### src/rtl/pllc_pkg.sv
package pllc_pkg;
   localparam int ADDR_W = 2;

   typedef enum logic [ADDR_W-1:0] {
      REG_CTRL = 2'd0,
      REG_MULT = 2'd1,
      REG_POST = 2'd2,
      REG_BYP  = 2'd3
   } reg_sel_e;

   localparam int CTL_PWRDN = 0;
   localparam int CTL_EN    = 1;
   localparam int CTL_LOCK  = 2;
endpackage

### src/rtl/pllc_regs.sv
module pllc_regs
   import pllc_pkg::*;
#(
   parameter int DW       = 8,
   parameter int MULT_W   = 6,
   parameter int DIV_W    = 4,
   parameter int MULT_RST = 4,
   parameter int POST_RST = 1,
   parameter int BYP_RST  = 0
) (
   input  logic              clk,
   input  logic              rst_n,
   input  logic              we_i,
   input  logic [ADDR_W-1:0] addr_i,
   input  logic [DW-1:0]     wdata_i,
   input  logic              locked_i,
   output logic [DW-1:0]     rdata_o,
   output logic              pwrdn_o,
   output logic              en_o,
   output logic              mult_wr_o,
   output logic [MULT_W-1:0] mult_eff_o,
   output logic [DIV_W-1:0]  post_o,
   output logic [DIV_W-1:0]  byp_o
);
   logic              pwrdn_q, en_q;
   logic [MULT_W-1:0] mult_q;
   logic [DIV_W-1:0]  post_q, byp_q;
   logic              wr_ctrl, wr_post, wr_byp;
   logic              unused_wbits;

   assign unused_wbits = ^wdata_i;
   assign wr_ctrl   = we_i && (addr_i == REG_CTRL);
   assign mult_wr_o = we_i && (addr_i == REG_MULT);
   assign wr_post   = we_i && (addr_i == REG_POST);
   assign wr_byp    = we_i && (addr_i == REG_BYP);

   always_ff @(posedge clk or negedge rst_n) begin
      if (!rst_n) begin
         pwrdn_q <= 1'b1;
         en_q    <= 1'b0;
         mult_q  <= MULT_W'(MULT_RST);
         post_q  <= DIV_W'(POST_RST);
         byp_q   <= DIV_W'(BYP_RST);
      end else begin
         if (wr_ctrl)   pwrdn_q <= wdata_i[CTL_PWRDN];
         if (mult_wr_o) mult_q  <= wdata_i[MULT_W-1:0];
         if (wr_post)   post_q  <= wdata_i[DIV_W-1:0];
         if (wr_byp)    byp_q   <= wdata_i[DIV_W-1:0];
         en_q <= locked_i && (wr_ctrl ? wdata_i[CTL_EN] : en_q);
      end
   end

   always_comb begin
      rdata_o = '0;
      case (addr_i)
         REG_CTRL: begin
            rdata_o[CTL_PWRDN] = pwrdn_q;
            rdata_o[CTL_EN]    = en_q;
            rdata_o[CTL_LOCK]  = locked_i;
         end
         REG_MULT: rdata_o[MULT_W-1:0] = mult_q;
         REG_POST: rdata_o[DIV_W-1:0]  = post_q;
         default:  rdata_o[DIV_W-1:0]  = byp_q;
      endcase
   end

   assign pwrdn_o    = pwrdn_q;
   assign en_o       = en_q;
   assign mult_eff_o = (mult_q == '0) ? MULT_W'(1) : mult_q;
   assign post_o     = post_q;
   assign byp_o      = byp_q;

   assert_en_needs_lock_R5: assert property (@(posedge clk) disable iff (!rst_n)
      $rose(en_q) |-> $past(locked_i));
   assert_en_drops_R5: assert property (@(posedge clk) disable iff (!rst_n)
      (en_q && !locked_i) |=> !en_q);
endmodule

### src/rtl/pllc_lock_timer.sv
module pllc_lock_timer #(
   parameter int LOCK_TICKS = 8
) (
   input  logic clk,
   input  logic rst_n,
   input  logic pwrdn_i,
   input  logic restart_i,
   input  logic ref_i,
   output logic locked_o
);
   localparam int CNT_W = (LOCK_TICKS > 2) ? $clog2(LOCK_TICKS) : 1;
   localparam logic [CNT_W-1:0] LAST = CNT_W'(LOCK_TICKS - 1);

   logic [CNT_W-1:0] cnt_q;
   logic             locked_q;

   always_ff @(posedge clk or negedge rst_n) begin
      if (!rst_n) begin
         cnt_q    <= '0;
         locked_q <= 1'b0;
      end else if (pwrdn_i || restart_i) begin
         cnt_q    <= '0;
         locked_q <= 1'b0;
      end else if (ref_i && !locked_q) begin
         if (cnt_q == LAST) locked_q <= 1'b1;
         else               cnt_q    <= cnt_q + 1'b1;
      end
   end

   assign locked_o = locked_q;

   assert_lock_rise_R4: assert property (@(posedge clk) disable iff (!rst_n)
      $rose(locked_q) |-> $past(!pwrdn_i && !restart_i && ref_i));
   assert_lock_clear_R4: assert property (@(posedge clk) disable iff (!rst_n)
      (pwrdn_i || restart_i) |=> !locked_q);
endmodule

### src/rtl/pllc_vco_model.sv
module pllc_vco_model #(
   parameter int MULT_W   = 6,
   parameter int CREDIT_W = 8
) (
   input  logic              clk,
   input  logic              rst_n,
   input  logic              pwrdn_i,
   input  logic              ref_i,
   input  logic [MULT_W-1:0] mult_i,
   output logic              vco_o
);
   logic [CREDIT_W-1:0] credit_q;
   logic [CREDIT_W:0]   sum;
   logic                vco_q;
   logic                have;

   assign have = (credit_q != '0);

   always_comb begin
      sum = {1'b0, credit_q};
      if (ref_i) sum = sum + (CREDIT_W+1)'(mult_i);
      if (have)  sum = sum - 1'b1;
   end

   always_ff @(posedge clk or negedge rst_n) begin
      if (!rst_n) begin
         credit_q <= '0;
         vco_q    <= 1'b0;
      end else if (pwrdn_i) begin
         credit_q <= '0;
         vco_q    <= 1'b0;
      end else begin
         vco_q    <= have;
         credit_q <= sum[CREDIT_W] ? '1 : sum[CREDIT_W-1:0];
      end
   end

   assign vco_o = vco_q;

   assert_vco_idle_R6: assert property (@(posedge clk) disable iff (!rst_n)
      $past(pwrdn_i) |-> !vco_q);
endmodule

### src/rtl/pllc_divider.sv
module pllc_divider #(
   parameter int DIV_W = 4
) (
   input  logic             clk,
   input  logic             rst_n,
   input  logic             clr_i,
   input  logic             tick_i,
   input  logic [DIV_W-1:0] ratio_i,
   output logic             pulse_o
);
   logic [DIV_W-1:0] cnt_q;

   assign pulse_o = tick_i && (cnt_q >= ratio_i);

   always_ff @(posedge clk or negedge rst_n) begin
      if (!rst_n)      cnt_q <= '0;
      else if (clr_i)  cnt_q <= '0;
      else if (tick_i) cnt_q <= pulse_o ? '0 : cnt_q + 1'b1;
   end
endmodule

### src/rtl/pllc_clk_mux.sv
module pllc_clk_mux (
   input  logic clk,
   input  logic rst_n,
   input  logic en_i,
   input  logic ref_i,
   input  logic pll_i,
   output logic sel_o,
   output logic clk_en_o
);
   logic sel_q;
   logic quiet;

   assign quiet = !ref_i && !pll_i;

   always_ff @(posedge clk or negedge rst_n) begin
      if (!rst_n)     sel_q <= 1'b0;
      else if (quiet) sel_q <= en_i;
   end

   assign sel_o    = sel_q;
   assign clk_en_o = sel_q ? pll_i : ref_i;

   assert_switch_quiet_R9: assert property (@(posedge clk) disable iff (!rst_n)
      (sel_q != $past(sel_q)) |-> $past(!ref_i && !pll_i));
endmodule

### src/rtl/pllc_ddr_clkgen.sv
module pllc_ddr_clkgen
   import pllc_pkg::*;
#(
   parameter int DW         = 8,
   parameter int MULT_W     = 6,
   parameter int DIV_W      = 4,
   parameter int LOCK_TICKS = 8,
   parameter int MULT_RST   = 4,
   parameter int POST_RST   = 1,
   parameter int BYP_RST    = 0,
   parameter bit EXT_REF_EN = 1'b1
) (
   input  logic              clk,
   input  logic              rst_n,
   input  logic              osc_tick,
   input  logic              ext_tick,
   input  logic              src_ext,
   input  logic              reg_we,
   input  logic [ADDR_W-1:0] reg_addr,
   input  logic [DW-1:0]     reg_wdata,
   output logic [DW-1:0]     reg_rdata,
   output logic              mem_clk_en,
   output logic              byp_clk_en,
   output logic              pll_locked,
   output logic              pll_selected
);
   localparam int CREDIT_W = MULT_W + 2;

   if (DW < 3 || DW < MULT_W || DW < DIV_W) begin : g_bad_dw
      $error("DW too narrow for register fields");
   end
   if (LOCK_TICKS < 2) begin : g_bad_lock
      $error("LOCK_TICKS must be at least 2");
   end
   if (MULT_RST >= (1 << MULT_W) || POST_RST >= (1 << DIV_W) || BYP_RST >= (1 << DIV_W)) begin : g_bad_rst
      $error("reset value does not fit its field");
   end

   logic ref_t;
   logic pwrdn, en, mult_wr, locked, vco_pulse, post_pulse;
   logic [MULT_W-1:0] mult_eff;
   logic [DIV_W-1:0]  post_ratio, byp_ratio;

   if (EXT_REF_EN) begin : g_ref_mux
      assign ref_t = src_ext ? ext_tick : osc_tick;
   end else begin : g_ref_osc
      logic unused_ext;
      assign unused_ext = ext_tick ^ src_ext;
      assign ref_t = osc_tick;
   end

   pllc_regs #(
      .DW(DW), .MULT_W(MULT_W), .DIV_W(DIV_W),
      .MULT_RST(MULT_RST), .POST_RST(POST_RST), .BYP_RST(BYP_RST)
   ) u_regs (
      .clk(clk), .rst_n(rst_n), .we_i(reg_we), .addr_i(reg_addr),
      .wdata_i(reg_wdata), .locked_i(locked), .rdata_o(reg_rdata),
      .pwrdn_o(pwrdn), .en_o(en), .mult_wr_o(mult_wr),
      .mult_eff_o(mult_eff), .post_o(post_ratio), .byp_o(byp_ratio)
   );

   pllc_lock_timer #(.LOCK_TICKS(LOCK_TICKS)) u_lock (
      .clk(clk), .rst_n(rst_n), .pwrdn_i(pwrdn), .restart_i(mult_wr),
      .ref_i(ref_t), .locked_o(locked)
   );

   pllc_vco_model #(.MULT_W(MULT_W), .CREDIT_W(CREDIT_W)) u_vco (
      .clk(clk), .rst_n(rst_n), .pwrdn_i(pwrdn), .ref_i(ref_t),
      .mult_i(mult_eff), .vco_o(vco_pulse)
   );

   pllc_divider #(.DIV_W(DIV_W)) u_post_div (
      .clk(clk), .rst_n(rst_n), .clr_i(pwrdn), .tick_i(vco_pulse),
      .ratio_i(post_ratio), .pulse_o(post_pulse)
   );

   pllc_divider #(.DIV_W(DIV_W)) u_byp_div (
      .clk(clk), .rst_n(rst_n), .clr_i(1'b0), .tick_i(ref_t),
      .ratio_i(byp_ratio), .pulse_o(byp_clk_en)
   );

   pllc_clk_mux u_mux (
      .clk(clk), .rst_n(rst_n), .en_i(en), .ref_i(ref_t),
      .pll_i(post_pulse), .sel_o(pll_selected), .clk_en_o(mem_clk_en)
   );

   assign pll_locked = locked;

   assert_pll_path_R7: assert property (@(posedge clk) disable iff (!rst_n)
      (pll_selected && mem_clk_en) |-> vco_pulse);
   assert_byp_tick_R8: assert property (@(posedge clk) disable iff (!rst_n)
      byp_clk_en |-> ref_t);
   assert_bypass_R2: assert property (@(posedge clk) disable iff (!rst_n)
      (!pll_selected && mem_clk_en) |-> !vco_pulse || ref_t);
endmodule

### config.mk
export PLATFORM = sky130hd
export DESIGN_NAME = pllc_ddr_clkgen
export DESIGN_NICKNAME = d
export VERILOG_FILES = /design/src/rtl/pllc_pkg.sv /design/src/rtl/pllc_regs.sv /design/src/rtl/pllc_lock_timer.sv /design/src/rtl/pllc_vco_model.sv /design/src/rtl/pllc_divider.sv /design/src/rtl/pllc_clk_mux.sv /design/src/rtl/pllc_ddr_clkgen.sv
export SDC_FILE = /design/constraint.sdc
export NUM_CORES = 1
export LEC_CHECK = 0
export BUFFER_PORTS_ARGS = -buffer_cell sky130_fd_sc_hd__buf_2
export CAP_MARGIN = 10
export CORE_MARGIN = 2
export CORE_UTILIZATION = 55
export DETAILED_ROUTE_END_ITERATION = 6
export HOLD_SLACK_MARGIN = 0.08
export PLACE_DENSITY = 0.74
export SETUP_SLACK_MARGIN = 0.5
export SLEW_MARGIN = 20
export SYNTH_ARGS = -nofsm -noshare
export SYNTH_HDL_FRONTEND = slang
export SYNTH_HIERARCHICAL = 1
export SYNTH_SLANG_ARGS = --single-unit
### constraint.sdc
create_clock -name clk -period 3.8 [get_ports clk]
set_input_delay 0.76 -clock clk [delete_from_list [all_inputs] [get_ports clk]]
set_output_delay 0.76 -clock clk [all_outputs]
set_load 0.005 [all_outputs]
==> results.md, run 1 <==
Die:
- The core region is 5140 um^2.
- The count of pins on the block boundary is 28.
- After floorplanning, the core was divided into 26 placement rows.
- The overall die width is 77.18 um.
- The effective utilization at floorplan is 57.30%.
- The area of the die is 5957 um^2.
- The die is 77.18 um tall.

Timing:
- The final-report max-slew violation count came to 0.
- Derived from the worst setup path, the maximum achievable clock frequency is 311.2 MHz.
- The post-route setup TNS is 0 ns.
- On the final layout, the worst clock skew is 0.01641 ns.
- Headroom to the max-slew limit came out at 42.73%.
- The ratio of final minimum period to clock period is 84.56%.
- Setup repair after global routing left no endpoint under its margin.
- Counting I/O delays and the setup requirement, the final critical path takes 3.213 ns.
- At the pin with the least slew margin, the transition time is 0.8591 ns.
- The post-route worst setup slack is 0.5867 ns.
- Setup violations remaining at the end of the flow were counted as 0.
- The count of endpoints failing hold in the final timing report was 0.

Setup path:
- The endpoint kind of the worst setup timing path is a flop.
- The launching element type of the critical path is a flop.
- On the worst path, the slowest cell contributes a delay of 0.54 ns.
- The slowest stage of the critical path belongs to the cell sky130_fd_sc_hd__or4_4.
- For the worst setup path, the data arrival time is 3.46 ns.
- For the worst setup path, the data required time is 4.04 ns.
- The worst setup path is of the reg -> reg kind.
- The length in cells of the worst reg-to-reg path is 11.
- Walking the worst path, the cells encountered are or4_4 > o21bai_1 > ha_2 > inv_2 > fa_2 > mux2_4 > ha_4 > nand3_4 > nand4bb_4 > o311ai_4 > o311a_1.
- Of all nets on the critical path, the largest fanout is 6.

Layout:
- In the final layout, the multi-input gates occupy 1982 um^2.
- The antenna diode instance count is 0.
- The sequential cells in the finished layout cover a total of 955.9 um^2.
- After the last flow step, the layout net total stands at 343.
- The final standard cell utilization of the core is 65.00%.
- Fill cells in the final layout number 420.
- Cells with a size suffix above 1 make up 30.52% of the layout.
- The area growth from synthesis to layout is 13.42%.

Worst hold path:
- The class of the worst hold path is reg -> reg.
- The worst hold path depth is 1.

Power and ir drop:
- The static leakage power is 1.484 nW.
- The largest voltage drop on the vdd net is 0.0002968 V.
- Power spread over the standard cell area amounts to 650.4 nW/um^2.

Route:
- For this block, the via count after detailed routing is 2302.
- Once detail routing completed, the nets flagged for antenna violations numbered 0.
- The average detailed-routed wire length per instance is 17.16 um.
- The remaining design rule violation count is 0.
- The number of violations reported at the end of detailed-routing iteration 0 is 116.
- The number of search-and-repair iterations in the first detailed-routing pass is 4.
- The via-per-instance ratio is 6.090.
- The aggregate routed wire length is 6.486 mm.

Global route:
- The first global-routing pass estimated 10.63 mm of wire.
- The initial antenna violation count was 0.
- The global-route usage over all layers is 22.11%.
- The residual overflow from global routing is 0.
- The number of global-route vias before repair is 2182.
- The maximum number of pins on one net before global-route repair is 39.

Place:
- The port buffer count is 23.
- Timing analysis after detailed placement gives a worst setup slack of 0.4049 ns.
- The HPWL after detailed placement is 4.424 mm.
- The global placer's final weighted congestion is 0.7819.

Clocking:
- TritonCTS built the clock tree.
- The clock reaches the later pin of the worst-skew pair after 0.30 ns.
- In this run the clock root is driven by a sky130_fd_sc_hd__clkbuf_8.
- The TritonCTS sink count is 38.
- The clock input transition at the sequential cells of the worst setup and hold paths is 0.09 ns.
- No sink is reached through more buffers than the 2 on the longest clock path.
- The maximum level of the CTS H-tree is 2.
- The number of buffers created by CTS is 5.

Logic synthesis:
- The post-synthesis instance area is 2945 um^2.
- The async set-or-reset flop fraction in the synthesized netlist is 100.0%.
- Summing the areas of all compound-gate instances in the mapped netlist gives 16.82% of the synthesized area.
- After synthesis, the netlist uses 65 different library cells.
- The sequential element share of the synthesized area is 32.41%.
- The average cell area after synthesis is 10.52 um^2.
- The dominant combinational cell family by area after synthesis is simple AND/OR/NAND/NOR gates.
- The most frequently used flop master after synthesis is sky130_fd_sc_hd__dfrtp_1.
- After Yosys synthesis, XOR and XNOR cells account for 1.784% of the synthesized area.
- The post-synthesis share of cell area spent on full adders, half adders and majority gates is 8.751%.
- The simple-gate share of the synthesized area is 20.05%.
- The number of synthesized register bits is 38.
- Synthesis produced 280 cells.
- The count of flip-flops with a built-in enable after synthesis is 0.
- The fraction of synthesized area in multiplexers is 15.12%.
- Yosys printed 6 warnings.

Flow run:
- Across the run, the number of max-cap violations was 0.

Outcome:
- The flow ran to the end, and the final reports show no timing, DRC or antenna violations.
==> critical path: cells and delay by family (launching register included) <==
kind                       cells  cell delay [ns]
AOI/OAI and AO/OA              3             0.68
adders and majority gates      3             0.90
buffers and inverters          1             0.04
DFF                            1             0.43
muxes                          1             0.18
and+or+nand+nor                3             0.94
==> per-layer routing <==
layer | global-route usage [%] | routed length (um) | vias to the layer above
met5 | 0 | 0 | -
met4 | 7.500 | 92 | 0
met3 | 4.000 | 240 | 8
met2 | 33.91 | 3106 | 56
met1 | 31.46 | 3046 | 1153
li1 | - | - | 1085
==> cell usage in the layout, fill, tap and decap left out, drive strengths merged, types with 11 or more instances in the layout <==
| cell | netlist | layout |
|---|---|---|
| mux2 | 25 | 25 |
| inv | 15 | 15 |
| nand2 | 16 | 16 |
| a21oi | 15 | 15 |
| ha | 19 | 19 |
| nor2 | 13 | 13 |
| nand2b | 11 | 11 |
| nor3b | 11 | 11 |
| dfrtp | 35 | 35 |
| buf | 10 | 31 |
==> final timing paths <==
check | from | to | slack, ns
max in group asynchronous | rst_n | u_regs/mult_q[1]$_DFFE_PN0P_ | 2.63
worst min register to register | u_mux/sel_o$_DFFE_PN0P_ | u_mux/sel_o$_DFFE_PN0P_ | 0.52
worst max register to register | u_regs/mult_q[1]$_DFFE_PN0P_ | u_vco/credit_q[3]$_DFF_PN0_ | 0.59
min in group asynchronous | rst_n | u_lock/cnt_q[2]$_DFFE_PN0P_ | 0.57
worst min-delay path | u_mux/sel_o$_DFFE_PN0P_ | u_mux/sel_o$_DFFE_PN0P_ | 0.52
worst max-delay path | u_regs/mult_q[1]$_DFFE_PN0P_ | u_vco/credit_q[3]$_DFF_PN0_ | 0.59
==> cells in the mapped netlist (3+ instances only) <==
cell	number	area share, %
sky130_fd_sc_hd__and2_1	5	1.1
sky130_fd_sc_hd__nor2b_1	3	0.64
sky130_fd_sc_hd__a211oi_1	3	0.76
sky130_fd_sc_hd__nor3b_1	9	2.3
sky130_fd_sc_hd__dfrtp_1	35	30
sky130_fd_sc_hd__nand2b_1	9	1.9
sky130_fd_sc_hd__mux2i_1	7	2.4
sky130_fd_sc_hd__mux2_4	7	3.6
sky130_fd_sc_hd__a21oi_1	15	2.5
sky130_fd_sc_hd__ha_1	19	8.1
sky130_fd_sc_hd__inv_1	15	1.9
sky130_fd_sc_hd__mux2_1	11	4.2
sky130_fd_sc_hd__xor2_1	4	1.2
sky130_fd_sc_hd__o211ai_1	4	1.0
sky130_fd_sc_hd__nand2_1	16	2.0
sky130_fd_sc_hd__nor3_1	7	1.2
sky130_fd_sc_hd__mux4_2	3	2.3
sky130_fd_sc_hd__o21ai_0	6	1.0
sky130_fd_sc_hd__o22ai_1	4	0.85
sky130_fd_sc_hd__mux2_2	7	2.7
sky130_fd_sc_hd__a31oi_1	3	0.64
sky130_fd_sc_hd__nor4_1	3	0.64
sky130_fd_sc_hd__nand3_2	3	1.0
sky130_fd_sc_hd__clkbuf_1	5	0.64
sky130_fd_sc_hd__nor2_1	13	1.7
sky130_fd_sc_hd__nand3_1	3	0.51
sky130_fd_sc_hd__dfstp_2	3	2.7
sky130_fd_sc_hd__buf_2	5	0.85
==> metrics by stage <==
stage	hold WS (ns)	std cells	instance area (um^2)	power [mW]
after global placement	0.4974	362	3078	1.644
after detailed placement	0.5119	362	3078	1.668
after floorplan	0.4644	284	2960	1.465
final	0.5221	378	3341	2.173
after CTS	0.5292	370	3169	1.964
after global routing	0.5662	378	3341	2.345
==> layout make-up <==
cell class              instances  share of cell area [%]
multi-input cells             216                   59.33
flip-flops and latches         38                   28.61
well taps                      70                   2.622
clock buffers                   7                   2.285
clock inverters                 1                  0.2247
repair buffers                 31                   5.243
inverters                      15                   1.685
==> registers in the layout (all words and copies together) (netlist names) <==
| signal | count |
|---|---|
| u_byp_div/cnt_q | 4 |
| u_regs/en_o | 1 |
| u_regs/pwrdn_o | 1 |
| u_mux/sel_o | 1 |
| u_regs/post_o | 4 |
| u_lock/locked_o | 1 |
| u_vco/vco_o | 1 |
| u_regs/byp_o | 4 |
| u_regs/mult_q | 6 |
| u_post_div/cnt_q | 4 |
| u_lock/cnt_q | 3 |
| u_vco/credit_q | 8 |
==> kinds of logic after synthesis <==
kind of cell               after synthesis
and+or+nand+nor                         86
buffers and inverters                   30
xor gates and xnor gates                 6
AOI/OAI and AO/OA                       63
muxes                                   35
adders and majority gates               20
other                                    2
DFF                                     38
==> power breakdown <==
group / switching, mW / internal, mW
clock: 0.148 / 0.130
sequential: 0.115 / 0.498
combinational: 0.672 / 0.610
total: 0.935 / 1.24
==> repair_timing <==
action,in CTS,in global routing
hold buffers,0,0
cloned,0,0
buffers inserted,0,8
resized for setup,2,22
setup endpoints to repair,3,7
pin swaps,0,10
No activity file was read; power rests on OpenSTA's default activity.
==> inputs of run 2 (changes only) <==
Settings changed: ABC_AREA set to 1, CORE_UTILIZATION 55 to 54, PLACE_DENSITY 0.74 to 0.75.
Clock period 3.8 ns to 2.6 ns, I/O delays scaled along.
==> run 2 against run 1 <==
  * The flow now finishes with violations (setup timing)
  * Clock skew down 0.0033 ns
  * Global-route usage increased by 2.3 points
  * Final cell count grew 49%
  * Power is 43% higher
  * Utilization increased by 3.5 points
  * Critical path type unchanged
  * Largest power group unchanged
==> results.md, run 2 <==
Outcome:
- The checks that failed: setup timing.
- The flow ran to the end, but the final reports show violations.

Worst hold path:
- The tightest min-delay check is of the in -> async type.

Clocking:
- The number of buffers inserted by hold repair at cts is 0 (unchanged).
- The clock latency at the later pin of the worst-skew pair was 0.30 ns (about the same).
- CTS placed an instance of sky130_fd_sc_hd__clkbuf_8 at the clock tree root.
- The clock input transition at the sequential cells of the worst setup and hold paths is 0.08 ns (about the same).
- The maximum count of clock buffers along a single path is 2 (unchanged).
- The maximum level of the CTS H-tree was 2 (unchanged).
- The TritonCTS sink count is 38 (unchanged).
- The number of buffers created by CTS is 5 (unchanged).
- The clock tree from TritonCTS is yes.

Logic synthesis:
- The post-synthesis instance area is 3033 um^2 (+3.0%).
- The count of distinct cell types in the synthesized netlist is 41 (-37%).
- In the post-synthesis netlist, the cell with the most instances is sky130_fd_sc_hd__nand2_1.
- The total of warnings raised by yosys is 6 (unchanged).
- The sequential element share of the synthesized area was 31.48% (-0.94 points).
- The async set-or-reset flop fraction in the synthesized netlist came to 100.0% (unchanged).
- The most area-hungry cell type in the Yosys netlist is sky130_fd_sc_hd__dfrtp_1.
- The area fraction of the dominant cell type after synthesis is 28.88% (-0.86 points).
- The commonest cells after synthesis are 123 x sky130_fd_sc_hd__nand2_1, 61 x sky130_fd_sc_hd__inv_1, 45 x sky130_fd_sc_hd__nand3_1.
- The most frequently used flop master after synthesis is sky130_fd_sc_hd__dfrtp_1.
- The number of instances in the synthesized netlist came to 423 (+51%).
- After synthesis, the cell types taking the most area are sky130_fd_sc_hd__dfrtp_1 29%, sky130_fd_sc_hd__nand2_1 15%, sky130_fd_sc_hd__ha_1 7.8%, sky130_fd_sc_hd__inv_1 7.5%, sky130_fd_sc_hd__nand3_1 7.4%.
- The count of flip-flops with a built-in enable after synthesis is 0 (unchanged).
- The average cell area after synthesis was 7.170 um^2 (-32%).
- The number of synthesized register bits was 38 (unchanged).

Setup path:
- The signal on the critical path passes through nor2_1 > nand2_1 > o21bai_1 > ha_2 > inv_2 > fa_1 > nand2_1 > o21ai_2 > ha_2 > o21ai_2 > nor2_2 > nand3_2 > buf_4 > buf_6 > o21ai_1 > nand3_1 > nand2_1 > inv_1.
- The critical path in this run is classified as reg -> reg.
- The critical path required time is 2.79 ns (-1.25 ns).
- The critical-path maximum fanout came to 3 (-3).
- The dominant cell type by count on the critical path is sky130_fd_sc_hd__nand2_1.
- The arrival time of the worst setup path was 2.87 ns (-0.59 ns).
- The worst setup path is launched from a flop.
- The maximum single-stage delay on the critical path is 0.47 ns (-0.07 ns).
- The endpoint kind of the worst setup timing path is a flop.
- Among all stages on the critical path, the largest delay is contributed by sky130_fd_sc_hd__fa_1.

Global route:
- The global-route wire length before repair was 11.92 mm (+12%).
- The number of global-route vias before repair is 2741 (+26%).
- The initial antenna violation count is 0 (unchanged).
- The residual overflow from global routing is 0 (unchanged).
- The global-route usage over all layers is 24.38% (+2.3 points).
- The maximum number of pins on one net before global-route repair is 39 (unchanged).

Layout:
- The top cell types in the final layout, fill and taps aside, are 114 x sky130_fd_sc_hd__nand2_1, 57 x sky130_fd_sc_hd__inv_1, 42 x sky130_fd_sc_hd__nand3_1, 38 x sky130_fd_sc_hd__buf_4, 35 x sky130_fd_sc_hd__dfrtp_1.
- The library cell used most frequently in the layout, excluding fill and tap cells, is sky130_fd_sc_hd__nand2_1.
- The antenna diode instance count came to 0 (unchanged).
- The share of final-layout standard cells stronger than drive strength 1 is 33.47% (+2.9 points).
- The final non-filler cell area is 3750 um^2 (+12%).
- The largest registers in the layout are u_vco/credit_q: 8 flops, u_regs/mult_q: 6 flops.
- The number of flip-flops under the largest register name came to 8 (unchanged).
- The register with the most flip-flops is u_vco/credit_q.
- The area growth from synthesis to layout is 23.64%.
- The final-stage net count is 525 (+53%).

Die:
- The effective utilization at floorplan is 55.42% (-1.9 points).
- The area of the die is 6232 um^2 (+4.6%).
- The core area is 5473 um^2 (+6.5%).
- The overall die width is 78.95 um (+2.3%).
- The count of pins on the block boundary is 28 (unchanged).
- The cell row count came to 27 (+3.8%).
- The overall die height is 78.95 um (+2.3%).

Timing:
- The achievable clock frequency is 374.4 MHz (+20%).
- The post-route setup TNS is -0.2585 ns (-0.2585 ns).
- The worst-case hold slack is 0.3202 ns (-0.2019 ns).
- The post-route worst setup slack came to -0.07126 ns (-0.6579 ns).
- The ratio of final minimum period to clock period is 102.7% (+18 points).
- The minimum period implied by the final worst setup slack is 2.671 ns (-0.5421 ns).
- The count of endpoints failing hold in the final timing report was 0 (unchanged).
- Setup repair after global routing could not meet its margin everywhere.
- The final setup skew is 0.01311 ns (-0.003307 ns).
- The final-report max-slew violation count is 0 (unchanged).
- The worst relative slew slack is 43.81% (+1.1 points).
- The actual slew at the worst max-slew pin was 0.8429 ns (-0.01618 ns).
- The total setup violations reported at the end of the flow was 8 (+8).

Route:
- The number of violations reported at the end of detailed-routing iteration 0 is 197 (+70%).
- The aggregate routed wire length is 7.373 mm (+14%).
- The residual antenna-violating net count after detailed routing came to 0 (unchanged).
- The remaining design rule violation count is 0 (unchanged).
- The total vias in the final route is 2849 (+24%).
- The number of search-and-repair iterations in the first detailed-routing pass came to 5 (+1).
- The average detailed-routed wire length per instance is 13.12 um (-24%).
- The via-per-instance ratio is 5.069 (-17%).

Power and ir drop:
- The static leakage power was 2.107 nW (+42%).
- The power density of the placed cells is 826.6 nW/um^2 (+27%).
- The largest voltage drop on the vdd net is 0.0003947 V (+33%).

Place:
- The placement-stage cell area is 3256 um^2 (+5.8%).
- The global placer's final weighted congestion was 0.9035 (+16%).
- The HPWL after detailed placement is 4.879 mm (+10%).
- The post-placement worst setup slack is -0.06278 ns (-0.4677 ns).
- The port buffer count came to 23 (unchanged).

Flow run:
- The number of maximum-capacitance violations is 0 (unchanged).
==> run 2: cell count changes after synthesis, sizes merged, moves of 6 or more <==
cell / change
a21oi: -7
mux2i: -7
nor3b: -11
nand2b: -11
inv: +60
nand2: +125
o21bai: +6
nor2: +26
nand4: +7
nand3: +42
nor3: -7
mux2: -24
==> run 2: kinds of logic (layout without fill, tap and decap cells) <==
logic type | Yosys count | count (layout) | synth area share, %
XOR/XNOR | 5 | 5 | 1.444
flip-flops | 38 | 38 | 31.48
adder cells (fa/ha/maj) | 20 | 20 | 8.498
AO/OA/AOI/OAI | 29 | 29 | 6.271
AND/OR/NAND/NOR | 241 | 241 | 39.32
other | 2 | 5 | 0.2476
buffers and inverters | 87 | 151 | 12.38
multiplexers | 1 | 1 | 0.3713
==> run 2: worst paths after layout <==
check                                             startpoint                         endpoint  slack [ns]  cells past startpoint
worst min register to register  u_regs/mult_q[0]$_DFFE_PN0P_     u_regs/mult_q[0]$_DFFE_PN0P_        0.52                      2
min in group clk                                reg_wdata[0]     u_regs/post_o[0]$_DFFE_PN1P_        0.45                      3
worst max-delay path            u_regs/mult_q[1]$_DFFE_PN0P_      u_vco/credit_q[6]$_DFF_PN0_       -0.07                     18
worst min-delay path                                   rst_n  u_post_div/cnt_q[0]$_DFFE_PN0P_        0.32                      1
max in group asynchronous                              rst_n   u_byp_div/cnt_q[2]$_DFFE_PN0P_        1.74                      1
worst max register to register  u_regs/mult_q[1]$_DFFE_PN0P_      u_vco/credit_q[6]$_DFF_PN0_       -0.07                     18
==> run 2: repair_timing <==
| action | CTS | global route |
|---|---|---|
| resized for setup | 6 | 29 |
| setup endpoints to repair | 10 | 12 |
| hold endpoints to repair | 0 | 0 |
| buffers inserted | 21 | 13 |
| pin swaps | 8 | 16 |
==> run 2: critical path, delay by kind of cell (launching register included) <==
| family | cells | cell delay (ns) |
|---|---|---|
| AOI/OAI and AO/OA | 4 | 0.39 |
| adders and majority gates | 3 | 0.87 |
| buffers and inverters | 4 | 0.34 |
| DFF | 1 | 0.38 |
| and+or+nand+nor | 7 | 0.61 |
==> run 2: area by class of cell <==
type                       count  area (um^2)
clock buffer                   7        86.33
clock inverter                 1        5.005
fill                         453         1723
inverter                      76        302.8
multi-input combinational    301         1843
sequential                    38        954.7
tap                           72        90.09
timing repair buffer          67        467.9
==> run 2: through the flow <==
stage	utilization, %	instances	total power, mW
2_1_floorplan	-	426	1.935
6_report	68.52	562	3.100
3_3_place_gp	59.49	520	2.201
3_5_place_dp	59.49	520	2.254
4_1_cts	64.68	549	2.857
5_1_grt	68.52	562	3.367
==> run 2: power by group <==
group          switching, mW  internal (mW)
registers              0.137          0.722
logic                  0.999          0.814
clock network          0.214          0.214
==> run 2: metal layers <==
metal | share of wire [%] | GRT usage [%]
met1 | 43 | 29.16
met2 | 50 | 43.42
met3 | 3.4 | 3.977
met4 | 3.3 | 10.34
met5 | 0 | 0
==> inputs of run 3 (changes only) <==
Settings changed: PLACE_DENSITY 0.75 to not set, PLACE_DENSITY_LB_ADDON set to 0.12.
==> run 3 against run 2 <==
  * The run still ends with setup timing left
  * Highest routed layer unchanged
  * Worst setup slack worse by 0.11 ns
  * Final cell count fell by 0.89%
  * Combinational power is 6% lower
  * Hold slack gained 0.017 ns
  * Sequential cell count unchanged
  * Largest power group unchanged
==> results.md, run 3 (synthesized netlist as in run 2, its figures left out) <==
Clocking:
- The clock input transition at the sequential cells of the worst setup and hold paths is 0.08 ns (about the same).
- The maximum count of clock buffers along a single path is 2 (unchanged).
- The TritonCTS sink count is 38 (unchanged).
- The CTS root buffer is sky130_fd_sc_hd__clkbuf_8.
- The clock tree from TritonCTS is yes.
- The number of buffers inserted by hold repair at cts was 0 (unchanged).
- The clock latency at the later pin of the worst-skew pair is 0.30 ns (about the same).
- The number of buffers created by CTS was 5 (unchanged).
- The maximum level of the CTS H-tree is 2 (unchanged).

Setup path:
- The largest individual stage delay along the critical path comes from the cell sky130_fd_sc_hd__fa_1.
- In this run the critical register-to-register path is launched from u_regs/mult_q[3]$_DFFE_PN0P_.
- The most critical setup path has its startpoint at u_regs/mult_q[3]$_DFFE_PN0P_.
- In this run the critical register-to-register path is captured at u_vco/credit_q[7]$_DFF_PN0_.
- The register-to-register setup slack is -0.18 ns (-0.11 ns).
- STA classifies the critical path endpoint as a flop.
- The maximum single-stage delay on the critical path is 0.47 ns (about the same).
- The critical-path maximum fanout is 7 (+4).
- The arrival time of the worst setup path came to 2.96 ns (+0.09 ns).
- The capturing instance or port of the critical path is u_vco/credit_q[7]$_DFF_PN0_.
- The dominant cell type by count on the critical path is sky130_fd_sc_hd__nor2_2.
- The length in cells of the worst reg-to-reg path is 18 (unchanged).
- The critical path required time came to 2.78 ns (about the same).
- The launching element type of the critical path is a flop.
- The critical path start-end classification is reg -> reg.
- The critical path goes through nor2_2 > nand2_1 > o21bai_1 > ha_2 > inv_2 > fa_1 > nand2_1 > o21ai_2 > ha_2 > o21ai_2 > nor2_2 > nand3_2 > nor2_4 > nand2_2 > nand2_4 > nand2_2 > nor2_2 > nor2_1.

Place:
- The HPWL after detailed placement is 4.802 mm (-1.6%).
- The post-placement worst setup slack came to -0.1631 ns (-0.1003 ns).
- The port buffer count was 23 (unchanged).
- The global placer's final weighted congestion came to 0.8168 (-9.6%).

Die:
- The cell row count is 27 (unchanged).
- The area of the die came to 6232 um^2 (unchanged).
- The effective utilization at floorplan is 55.42% (unchanged).
- The core area was 5473 um^2 (unchanged).
- The overall die width is 78.95 um (unchanged).
- The count of pins on the block boundary is 28 (unchanged).
- The overall die height is 78.95 um (unchanged).

Global route:
- The global-route wire length before repair is 11.30 mm (-5.2%).
- The residual overflow from global routing was 0 (unchanged).
- The number of global-route vias before repair is 2528 (-7.8%).
- The maximum number of pins on one net before global-route repair came to 39 (unchanged).
- The initial antenna violation count is 0 (unchanged).
- The global-route usage over all layers is 23.25% (-1.1 points).

Flow run:
- The number of maximum-capacitance violations is 0 (unchanged).

Route:
- The via-per-instance ratio is 4.975 (-1.9%).
- The average detailed-routed wire length per instance is 12.68 um (-3.4%).
- The remaining design rule violation count is 0 (unchanged).
- The number of violations reported at the end of detailed-routing iteration 0 came to 104 (-47%).
- The residual antenna-violating net count after detailed routing is 0 (unchanged).
- The number of search-and-repair iterations in the first detailed-routing pass came to 4 (-1).
- The total vias in the final route was 2771 (-2.7%).
- The aggregate routed wire length is 7.060 mm (-4.2%).

Layout:
- In the final layout, the registers with the most flip-flops are u_vco/credit_q: 8 flops, u_regs/mult_q: 6 flops.
- The share of final-layout standard cells stronger than drive strength 1 is 32.78% (-0.69 points).
- The area growth from synthesis to layout is 21.53%.
- The antenna diode instance count is 0 (unchanged).
- u_vco/credit_q holds more flip-flops than any other register.
- In the layout the commonest cells are 114 x sky130_fd_sc_hd__nand2_1, 57 x sky130_fd_sc_hd__inv_1, 42 x sky130_fd_sc_hd__nand3_1, 39 x sky130_fd_sc_hd__buf_4, 34 x sky130_fd_sc_hd__dfrtp_1.
- The library cell used most frequently in the layout, excluding fill and tap cells, is sky130_fd_sc_hd__nand2_1.
- The final-stage net count is 520 (-0.95%).
- The number of flip-flops under the largest register name is 8 (unchanged).

Timing:
- Setup repair after global routing could not meet its margin everywhere.
- The final setup skew was 0.006747 ns (-0.006361 ns).
- The worst-case hold slack came to 0.3371 ns (+0.01690 ns).
- The final-report max-slew violation count came to 0 (unchanged).
- The minimum period implied by the final worst setup slack is 2.778 ns (+0.1070 ns).
- The post-route worst setup slack was -0.1783 ns (-0.1070 ns).
- The ratio of final minimum period to clock period is 106.9% (+4.1 points).
- The total setup violations reported at the end of the flow is 8 (unchanged).
- The count of endpoints failing hold in the final timing report came to 0 (unchanged).
- The achievable clock frequency is 359.9 MHz (-3.9%).
- The worst relative slew slack is 40.44% (-3.4 points).
- The actual slew at the worst max-slew pin is 0.8933 ns (+0.05045 ns).

Power and ir drop:
- The largest voltage drop on the vdd net came to 0.0003830 V (-3.0%).
- The internal power is 1.682 mW (-3.8%).
- The power density of the placed cells was 810.6 nW/um^2 (-1.9%).
- The sequential share of power is 28.5% (+0.8 points).
- The static leakage power was 2.075 nW (-1.5%).
- The reported net switching power is 1.306 mW (-3.3%).
- The fraction of power consumed by the clock network is 14.6% (+0.8 points).
- The switching share of total power is 43.69% (+0.13 points).
- The combinational power share is 56.8% (-1.7 points).

Worst hold path:
- The class of the worst hold path is in -> async.

Outcome:
- The run finished, with violations left.
- The checks that failed: setup timing.
run 3: changes by cell type in the layout (fill, tap and decap cells not counted), sizes merged:
| cell | delta |
|---|---|
| buf | -5 |
run 3: power by group through the flow:
| stage | sequential, mW | combinational [mW] | clock (mW) |
|---|---|---|---|
| after CTS | 0.847 | 1.54 | 0.446 |
| after global placement | 0.867 | 1.34 | 0 |
| after global routing | 0.869 | 1.92 | 0.468 |
| after floorplan | 0.828 | 1.11 | 0 |
| after detailed placement | 0.868 | 1.38 | 0 |
| final | 0.852 | 1.70 | 0.437 |
run 3: per-stage QoR:
step / TNS [ns] / total power [mW] / util (%) / area, um^2 / instances
floorplan: 0 / 1.935 / - / 3048 / 426
global placement: -0.2895 / 2.208 / 59.49 / 3256 / 520
detailed placement: -1.003 / 2.245 / 59.49 / 3256 / 520
CTS: -0.8606 / 2.831 / 64.49 / 3530 / 547
global route: -2.651 / 3.252 / 67.35 / 3686 / 557
finish: -1.302 / 2.988 / 67.35 / 3686 / 557
run 3: how the worst min path moves through the flow:
stage / start / endpoint
2_1_floorplan: rst_n / u_byp_div/cnt_q[0]$_DFFE_PN0P_
3_3_place_gp: u_regs/post_o[0]$_DFFE_PN1P_ / u_regs/post_o[0]$_DFFE_PN1P_
3_5_place_dp: u_regs/post_o[0]$_DFFE_PN1P_ / u_regs/post_o[0]$_DFFE_PN1P_
4_1_cts: rst_n / u_regs/post_o[2]$_DFFE_PN0P_
5_1_grt: rst_n / u_post_div/cnt_q[1]$_DFFE_PN0P_
6_report: rst_n / u_post_div/cnt_q[0]$_DFFE_PN0P_
run 3: timing repair:
action | 4_1_cts | 5_1_grt
pin swaps | 5 | 11
gates resized for setup | 7 | 21
endpoints found under the setup margin | 10 | 13
setup buffers | 19 | 10
run 3: final cells by class:
class	instances	area (um^2)
clock inverter	1	5.005
timing repair buffer	62	414.1
inverter	76	302.8
sequential	38	955.9
multi-input combinational	301	1832
clock buffer	7	86.33
fill	497	1787
tap	72	90.09
run 3: worst max-delay path: cells and delay by family, from the launching register on:
kind                       cells  cell delay [ns]
AOI/OAI and AO/OA              3             0.28
DFF                            1             0.41
and+or+nand+nor               11             1.05
adders and majority gates      3             0.88
buffers and inverters          1             0.04
run 3: metal layers:
layer / share of wire (%) / global-route usage (%) / wire length, um
met1: 43 / 29.15 / 3040
met2: 51 / 40.77 / 3624
met3: 3.8 / 3.977 / 270
met4: 1.8 / 7.586 / 125
met5: 0 / 0 / 0
